`src/rtl/tmr5_pkg.sv`:
```
package tmr5_pkg;
  localparam int NUM_CH = 5;
  localparam int DW     = 32;
  localparam int AW     = 12;
  localparam int WAW    = AW - 2;
  localparam int PSW    = 8;
  localparam int CHW    = $clog2(NUM_CH);

  // control word bit positions (software-visible)
  localparam int EN_B   = 30;
  localparam int IE_B   = 29;
  localparam int PER_B  = 27;
  localparam int CRST_B = 26;
  localparam int ACT_B  = 25;

  localparam logic [DW-1:0] CTL_RST  = 32'h0000_0005;
  localparam logic [DW-1:0] WDOG_RST = 32'h0000_0400;

  typedef enum logic [2:0] {
    K_NONE, K_CTL, K_INIT, K_CNT, K_STAT, K_WDOG
  } reg_kind_e;

  typedef struct packed {
    reg_kind_e        kind;
    logic [CHW-1:0]   ch;
  } reg_sel_t;

  typedef struct packed {
    logic           en;
    logic           ie;
    logic           per;
    logic [PSW-1:0] pre;
  } ctl_t;

  function automatic reg_kind_e kind_of(input int unsigned k);
    case (k)
      0:       return K_CTL;
      1:       return K_INIT;
      default: return K_CNT;
    endcase
  endfunction

  // word index -> register kind and channel
  function automatic reg_sel_t decode_word(input logic [WAW-1:0] w);
    reg_sel_t    s;
    int unsigned wi, off, grp;
    wi     = 32'(w);
    s.kind = K_NONE;
    s.ch   = '0;
    if (wi == 6) begin
      s.kind = K_STAT;
    end else if (wi == 7) begin
      s.kind = K_WDOG;
    end else if (wi < 14) begin
      grp    = (wi >= 8) ? 1 : 0;
      off    = wi - 8 * grp;
      s.kind = kind_of(off / 2);
      s.ch   = CHW'(off % 2 + 2 * grp);
    end else if (wi >= 16 && wi <= 20 && (wi % 2) == 0) begin
      s.kind = kind_of((wi - 16) / 2);
      s.ch   = CHW'(NUM_CH - 1);
    end
    return s;
  endfunction

  // accept a control write: drop reserved bits, restart overrides run
  function automatic ctl_t ctl_take(input logic [DW-1:0] d);
    ctl_t c;
    c.en  = d[EN_B] & ~d[CRST_B];
    c.ie  = d[IE_B];
    c.per = d[PER_B];
    c.pre = d[PSW-1:0];
    return c;
  endfunction

  function automatic logic [DW-1:0] ctl_word(input ctl_t c);
    logic [DW-1:0] w;
    w          = '0;
    w[EN_B]    = c.en;
    w[ACT_B]   = c.en;
    w[IE_B]    = c.ie;
    w[PER_B]   = c.per;
    w[PSW-1:0] = c.pre;
    return w;
  endfunction
endpackage

```
`src/rtl/tmr5_addr_dec.sv`:
```
module tmr5_addr_dec
  import tmr5_pkg::*;
(
  input  logic [AW-1:0] addr,
  output reg_sel_t      sel,
  output logic          hit
);
  reg_sel_t raw;
  logic     aligned;

  assign raw     = decode_word(addr[AW-1:2]);
  assign aligned = (addr[1:0] == 2'b00);
  assign hit     = aligned && (raw.kind != K_NONE);

  always_comb begin
    sel = raw;
    if (!aligned) sel.kind = K_NONE;
  end
endmodule

```
`src/rtl/tmr5_chan.sv`:
```
module tmr5_chan
  import tmr5_pkg::*;
(
  input  logic          clk,
  input  logic          rst_n,
  input  logic          ctl_we,
  input  logic          init_we,
  input  logic [DW-1:0] wdata,
  output logic [DW-1:0] ctl_rd,
  output logic [DW-1:0] init_rd,
  output logic [DW-1:0] cnt_rd,
  output logic          zero_evt,
  output logic          en_o,
  output logic          per_o,
  output logic          ie_o
);
  ctl_t           ctl_q;
  logic [DW-1:0]  init_q;
  logic [DW-1:0]  cnt_q;
  logic [PSW-1:0] pc_q;
  logic           tick;
  logic           last;
  logic           busy_wr;

  assign busy_wr  = ctl_we || init_we;
  assign tick     = ctl_q.en && (pc_q == ctl_q.pre);
  assign last     = (cnt_q <= DW'(1));
  assign zero_evt = tick && last && !busy_wr;

  assign ctl_rd  = ctl_word(ctl_q);
  assign init_rd = init_q;
  assign cnt_rd  = cnt_q;
  assign en_o    = ctl_q.en;
  assign per_o   = ctl_q.per;
  assign ie_o    = ctl_q.ie;

  always_ff @(posedge clk) begin
    if (!rst_n) begin
      ctl_q  <= ctl_take(CTL_RST);
      init_q <= '0;
      cnt_q  <= '0;
      pc_q   <= '0;
    end else if (ctl_we) begin
      ctl_q <= ctl_take(wdata);
      pc_q  <= '0;
      if (wdata[CRST_B]) cnt_q <= init_q;
    end else if (init_we) begin
      init_q <= wdata;
      cnt_q  <= wdata;
      pc_q   <= '0;
    end else if (ctl_q.en) begin
      if (tick) begin
        pc_q <= '0;
        if (last) begin
          if (ctl_q.per) begin
            cnt_q <= init_q;
          end else begin
            cnt_q    <= '0;
            ctl_q.en <= 1'b0;
          end
        end else begin
          cnt_q <= cnt_q - 1'b1;
        end
      end else begin
        pc_q <= pc_q + 1'b1;
      end
    end
  end
endmodule

```
`src/rtl/tmr5_stat.sv`:
```
module tmr5_stat
  import tmr5_pkg::*;
(
  input  logic              clk,
  input  logic              rst_n,
  input  logic [NUM_CH-1:0] set_i,
  input  logic [NUM_CH-1:0] clr_i,
  output logic [NUM_CH-1:0] stat_o
);
  always_ff @(posedge clk) begin
    if (!rst_n) stat_o <= '0;
    else        stat_o <= (stat_o & ~clr_i) | set_i;
  end
endmodule

```
`src/rtl/tmr5_regfile.sv`:
```
module tmr5_regfile
  import tmr5_pkg::*;
(
  input  logic              clk,
  input  logic              rst_n,
  input  logic              req_valid,
  input  logic              req_write,
  input  logic [AW-1:0]     req_addr,
  input  logic [DW-1:0]     req_wdata,
  output logic [DW-1:0]     rsp_rdata,
  output logic [NUM_CH-1:0] irq_o
);
  reg_sel_t          sel;
  logic              hit;
  logic              wr_hit;
  logic              rd_req;
  logic [DW-1:0]     rd_val;
  logic [NUM_CH-1:0] ctl_we, init_we;
  logic [NUM_CH-1:0] zero_evt, en_vec, per_vec, ie_vec;
  logic [NUM_CH-1:0] stat_q, stat_clr;
  logic [DW-1:0]     ctl_rd  [NUM_CH];
  logic [DW-1:0]     init_rd [NUM_CH];
  logic [DW-1:0]     cnt_rd  [NUM_CH];

  tmr5_addr_dec u_dec (
    .addr (req_addr),
    .sel  (sel),
    .hit  (hit)
  );

  assign wr_hit = req_valid && req_write && hit;
  assign rd_req = req_valid && !req_write;

  for (genvar i = 0; i < NUM_CH; i++) begin : g_ch
    assign ctl_we[i]  = wr_hit && (sel.kind == K_CTL)  && (sel.ch == CHW'(i));
    assign init_we[i] = wr_hit && (sel.kind == K_INIT) && (sel.ch == CHW'(i));

    tmr5_chan u_chan (
      .clk      (clk),
      .rst_n    (rst_n),
      .ctl_we   (ctl_we[i]),
      .init_we  (init_we[i]),
      .wdata    (req_wdata),
      .ctl_rd   (ctl_rd[i]),
      .init_rd  (init_rd[i]),
      .cnt_rd   (cnt_rd[i]),
      .zero_evt (zero_evt[i]),
      .en_o     (en_vec[i]),
      .per_o    (per_vec[i]),
      .ie_o     (ie_vec[i])
    );
  end

  assign stat_clr = (wr_hit && sel.kind == K_STAT) ? req_wdata[NUM_CH-1:0] : '0;

  tmr5_stat u_stat (
    .clk    (clk),
    .rst_n  (rst_n),
    .set_i  (zero_evt),
    .clr_i  (stat_clr),
    .stat_o (stat_q)
  );

  always_comb begin
    rd_val = '0;
    case (sel.kind)
      K_STAT: rd_val = DW'(stat_q);
      K_WDOG: rd_val = WDOG_RST;
      default: begin
        for (int i = 0; i < NUM_CH; i++) begin
          if (sel.ch == CHW'(i)) begin
            if (sel.kind == K_CTL)  rd_val = ctl_rd[i];
            if (sel.kind == K_INIT) rd_val = init_rd[i];
            if (sel.kind == K_CNT)  rd_val = cnt_rd[i];
          end
        end
      end
    endcase
  end

  always_ff @(posedge clk) begin
    if (!rst_n)      rsp_rdata <= '0;
    else if (rd_req) rsp_rdata <= rd_val;
  end

  assign irq_o = {NUM_CH{rst_n}} & stat_q & ie_vec;
endmodule

```
`config.mk`:
```
export PLATFORM = sky130hd
export DESIGN_NAME = tmr5_regfile
export DESIGN_NICKNAME = d
export VERILOG_FILES = /design/src/rtl/tmr5_pkg.sv /design/src/rtl/tmr5_addr_dec.sv /design/src/rtl/tmr5_chan.sv /design/src/rtl/tmr5_stat.sv /design/src/rtl/tmr5_regfile.sv
export SDC_FILE = /design/constraint.sdc
export NUM_CORES = 2
export LEC_CHECK = 0
export ABC_AREA = 1
export BUFFER_PORTS_ARGS = -buffer_cell sky130_fd_sc_hd__buf_2
export CAP_MARGIN = 20
export CELL_PAD_IN_SITES_DETAIL_PLACEMENT = 2
export CELL_PAD_IN_SITES_GLOBAL_PLACEMENT = 2
export CORE_MARGIN = 10
export CORE_UTILIZATION = 30
export DETAILED_ROUTE_END_ITERATION = 8
export MAX_ROUTING_LAYER = met4
export PLACE_DENSITY_LB_ADDON = 0.1
export SETUP_SLACK_MARGIN = 0.1
export SLEW_MARGIN = 20
export SYNTH_ARGS = -nofsm -noshare
export SYNTH_HDL_FRONTEND = slang
export SYNTH_HIERARCHICAL = 1
export SYNTH_SLANG_ARGS = --single-unit
```
`constraint.sdc`:
```
create_clock -name clk -period 5.78 [get_ports clk]
set_input_delay 1.445 -clock clk [delete_from_list [all_inputs] [get_ports clk]]
set_output_delay 1.445 -clock clk [all_outputs]
set_load 0.01 [all_outputs]
```
; Yosys cells after proc, flatten, opt, wreduce, memory -nomap -nowiden
; Index checks and enable logic that the tools add are counted.
[op_classes]
add_sub_neg = 13
order_cmp = 9
eq_ne = 28
muxes = 103
bitwise_logic = 13
reduce_logical = 77
[ops]
columns = op, n
row1 = $mux 32, 55
row2 = $le 32x1->1 const B, 5
row3 = $sub 32x1->32 const B, 5
row4 = $logic_not 32->1, 3
row5 = $pmux 32 s2, 1
row6 = $eq 31x1->1 const B, 2
row7 = $add 8x1->8 const B, 5
row8 = $eq 8x8->1, 5
row9 = $mux 8, 5
row10 = $logic_and 1x1->1, 34
row11 = $reduce_bool 3->1, 11
row12 = $sub 10x32->32, 1
row13 = $mux 1, 31
row14 = $mux 31, 1
row15 = $eq 10x3->1 const B, 2
row16 = $and 5x5->5, 3
row17 = $mux 3, 5
row18 = $reduce_and 3->1, 5
row19 = $reduce_or 3->1, 5
row20 = $eq 3x2->1 const B, 4
row21 = $mux 6, 2
row22 = $sub 10x5->11 const B, 1
row23 = $ge 10x4->1 const B, 1
row24 = $ge 10x5->1 const B, 1
row25 = 19 further kinds, 50
[word_totals]
ff_bits = 452
in_bits = 48
out_inout_bits = 37
word_cells = 280

; Longest topological paths before layout
[logic_depth]
ltp_word = 32
ltp_mapped = 46
mapped_depth_nobuf = 46

; Cells and area by module
; Netlist, hierarchy kept.
[modules_own_cells]
columns = module, n_inst, cells_per_inst, area_each_um2, seq_area_each_um2
row1 = tmr5_chan (g_ch[0].u_chan ...), 3, 898, 5342.6, 1661.6
row2 = tmr5_chan (g_ch[3].u_chan ...), 2, 891, 5198.7, 1661.6
row3 = tmr5_regfile, 1, 1708, 7727.4, 640.6
row4 = tmr5_addr_dec, 1, 99, 488.0, 0.0
row5 = tmr5_stat, 1, 26, 185.2, 100.1

; Least setup slack after synthesis
; OpenSTA, ideal clock, no wires.
[synth_timing]
path_kind = input port to flip-flop
from = in req_addr[11]
to = reg g_ch[1].u_chan.cnt_q[1]
setup_time_ps = 116
arrival_time_ps = 5613
required_time_ps = 5664
slack_ps = 51
stages = 34
n_path_buf = 8
path_cell_list = or2_1 nor4_1 o21ai_0 nand2_1 ha_1 inv_1 nand2_1 inv_1 nor2_1 nor2_1 nand3_1 a21oi_1 nand2_1 nand2_1 nor2_1 inv_2 nor3_4 buf_4 buf_4 buf_4 buf_2 buf_2 buf_1 nand2_1 nor2_1 buf_2 inv_1 nand2_1 inv_1 buf_2 nand2_1 nand2_1 nor2_1 a21oi_2
[synth_lines]
columns = element, line_no
row1 = "start, declared", tmr5_regfile.sv:8  ; input logic [AW-1:0] req_addr,
row2 = "end signal, assigned", tmr5_chan.sv:46  ; if (wdata[CRST_B]) cnt_q <= init_q;
row3 = "end signal, assigned", tmr5_chan.sv:49  ; cnt_q <= wdata;
row4 = "end signal, assigned", tmr5_chan.sv:56  ; cnt_q <= init_q;
row5 = "end, declared", tmr5_chan.sv:19  ; logic [DW-1:0] cnt_q;

==> results.cfg <==
[global_route]
grt_pass1_wl_mm = 291.0
antenna_found_initial = 5
grt.overflow.total = 0
track_usage_pct = 29.86
grt_max_degree = 119
grt_pass1_vias = 44270

[detailed_routing]
wl_mm = 195.2
drtIter0Drc = 2912
viasPerCell = 5.312
wl_per_cell_um = 24.48
drt_first_pass_iters = 5
ant_nets = 0
vias = 42360
drc_errors = 0

[yosys]
ys_seq_area_share_pct = 25.98
synth-adder-area-share_pct = 0.6826
synth_top_family_by_area = simple AND/OR/NAND/NOR gates
ys_top_cells_by_count = 2667 x nand2_1, 830 x nor2_1, 488 x a21oi_1
yosys_warnings = 6
netlist_area_um2 = 34830
synth_xor_xnor_area_share_pct = 1.735
synth-simple-area-share_pct = 46.97
synth_edf_count = 0
synth_compound_area_share_pct = 12.82
async_flop_share_pct = 0
ys.flop_type = dfxtp_1
synth_seq_cells = 452
synth_mux_area_share_pct = 0
yosysMostFrequentCell = nand2_1
yosysTopAreaCellShare_pct = 28.75
syn_avg_cell_area_um2 = 5.520
synth.area.top_cells = nand2_1 29%, dfxtp_1 26%, nor2_1 8.9%, a21oi_1 7.0%, nand3_1 5.7%
yosys.area.top_type = nand2_1
synth_cell_types = 44
synthCells = 6309

[timing]
tightest_slew_ns = 0.9204
finalSetupViolations = 0
period_needed_ns = 5.418
finalHoldViolCount = 0
setup_slack_ns = 0.3618
whs_ns = 0.4647
timing.fmax_mhz = 184.6
finClkSkew_ns = 0.02638
relSlewSlack_pct = 38.64
rsz0062_at_grt = yes
final_max_slew_viol_count = 0
timing.final.crit_share_pct = 93.74

[critical_path]
cp-end-kind = register
rrSetupSlack_ns = 2.76
rr_startpoint = g_ch[3].u_chan/cnt_rd[0]$_SDFFE_PN0P_
crit_path_max_fanout = 4
r2r-end = g_ch[3].u_chan/cnt_rd[30]$_SDFFE_PN0P_
path_common_cell = nand2_1
crit_start = req_addr[8]
endpoint = rsp_rdata[27]$_SDFFE_PN0P_
worstPathRequired_ns = 6.35
slowest_delay_ns = 0.24
reg2reg_depth = 11
worst-setup-path-type = in2reg
arrival_ns = 5.99
critPathSlowestCell = nor4_4
start_kind = input pin

[placed_design]
dp_hpwl_mm = 139.9
postPlaceCellArea_um2 = 37690
port_buffers = 84
place_ws_ns = -0.6005
dp.cells = 7844
place.gp.congestion = 0.9299

[die]
die_width_um = 360.7
row_count = 124
initial_core_util_pct = 30.33
coreArea_um2 = 114800
num_io_pins = 85
dieArea_um2 = 130100
fp.dieH_um = 360.7

[clock_tree]
root_buffer = clkbuf_16
path_clk_slew_ns = 0.06
cts-hold-fix-buffers = 0
cts_tree = built
clock-sinks = 452
cts_buffers = 67
insertion_delay_ns = 0.67
htreeDepth = 3
clockBufferDepth = 3

[worst_hold_path]
hold_path_class = reg2reg
whs_path_depth = 2

[cells_and_area]
fin_cells = 7973
area_delta_synth_final_pct = 15.28
final_nets = 6475
drive_gt1_share_pct = 10.39
fill_cells = 14750
design_area_um2 = 40150

[pwr]
ir_drop_mv = 0.1732
p_leak_nw = 20.23
powerDensity_nw_per_um2 = 194.5

[run_status]
status = finished clean

[flow_run]
max_cap_violations = 0
==> critical path, delay by kind of cell <==
kind | cells | cell delay, ns
compound gates | 6 | 0.72
fa+ha+maj | 1 | 0.18
buf+inv | 8 | 0.81
simple gates | 28 | 2.83
==> logic make-up after synthesis <==
logic type,after synthesis
and+or+nand+nor,4067
buffers and inverters,879
AOI/OAI and AO/OA,818
DFF,452
xor gates and xnor gates,69
adders and majority gates,19
other,5
==> where the power goes <==
| group | internal, mW | total, mW | switching [mW] |
|---|---|---|---|
| combinational | 0.0754 | 0.377 | 0.302 |
| sequential | 3.12 | 3.12 | 0.00268 |
| clock | 2.51 | 4.31 | 1.80 |
==> layout make-up <==
class	count	area, um2	share of cell area, %
antenna	4	10.01	0.02493
clock buffer	92	1924	4.793
clock inverter	26	266.5	0.6638
inverter	453	1700	4.235
multi-input combinational	5073	22230	55.38
sequential	452	9049	22.54
tap	1512	1892	4.712
timing repair buffer	361	3073	7.654
==> per-stage QoR <==
step,util (%),TNS [ns],power (mW)
after global placement,32.83,-2.519,3.554
after detailed placement,32.83,-15.02,3.559
after global routing,34.97,0,8.016
final,34.97,0,7.807
after floorplan,-,0,3.364
after CTS,34.75,0,7.887
==> what timing repair did <==
item	in CTS	in global routing
pin swaps	0	4
hold endpoints to repair	0	0
resized for setup	2	30
buffers inserted	0	3
endpoints found under the setup margin	2	28
gates cloned	0	2
==> placed cells by master, fill, tap and decap left out, types with 8 or more instances in the layout <==
| cell | netlist | final |
|---|---|---|
| buf_4 | 140 | 233 |
| dfxtp_1 | 452 | 452 |
| nor2_2 | 49 | 47 |
| conb_1 | 5 | 100 |
| o21ai_0 | 175 | 174 |
| nand2_4 | 8 | 9 |
| clkinv_2 | 0 | 17 |
| nand2_2 | 19 | 26 |
| nor2_1 | 830 | 824 |
| xor2_1 | 54 | 54 |
| a21oi_2 | 36 | 38 |
| xnor2_1 | 15 | 15 |
| nand3_1 | 397 | 392 |
| inv_1 | 429 | 427 |
| nand4_1 | 23 | 23 |
| clkbuf_8 | 0 | 10 |
| o21ai_2 | 4 | 8 |
| nor3_1 | 38 | 35 |
| buf_12 | 0 | 35 |
| clkbuf_16 | 0 | 72 |
| ha_1 | 19 | 19 |
| o211ai_1 | 29 | 29 |
| o21ai_1 | 57 | 52 |
| nor2_4 | 14 | 22 |
| a21oi_1 | 488 | 486 |
| buf_2 | 101 | 83 |
| clkbuf_1 | 148 | 13 |
| inv_2 | 21 | 23 |
| nand2_1 | 2667 | 2659 |
==> registers in the layout (all words and copies together), names as in the netlist <==
signal               count
g_ch.u_chan/en_o         5
g_ch.u_chan/pc_q        40
g_ch.u_chan/ctl_rd      40
u_stat/stat_o            5
g_ch.u_chan/init_rd    160
g_ch.u_chan/per_o        5
g_ch.u_chan/ie_o         5
g_ch.u_chan/cnt_rd     160
rsp_rdata               32
==> worst min-delay path by stage <==
stage,slack [ns],startpoint,end
final,0.46,u_stat/stat_o[4]$_SDFF_PN0_,u_stat/stat_o[4]$_SDFF_PN0_
after global routing,0.48,u_stat/stat_o[4]$_SDFF_PN0_,u_stat/stat_o[4]$_SDFF_PN0_
after CTS,0.46,u_stat/stat_o[4]$_SDFF_PN0_,u_stat/stat_o[4]$_SDFF_PN0_
after detailed placement,0.45,u_stat/stat_o[4]$_SDFF_PN0_,u_stat/stat_o[4]$_SDFF_PN0_
after global placement,0.45,u_stat/stat_o[1]$_SDFF_PN0_,u_stat/stat_o[1]$_SDFF_PN0_
after floorplan,0.44,u_stat/stat_o[1]$_SDFF_PN0_,u_stat/stat_o[1]$_SDFF_PN0_
==> layer usage <==
metal | global-route usage (%) | share of wire, % | vias up
met5 | - | 0 | -
met4 | 9.905 | 3.7 | 0
met3 | 3.359 | 4.7 | 252
met2 | 46.26 | 44 | 954
met1 | 40.16 | 47 | 21440
li1 | - | - | 19710
Power figures use the tool's default switching activity.
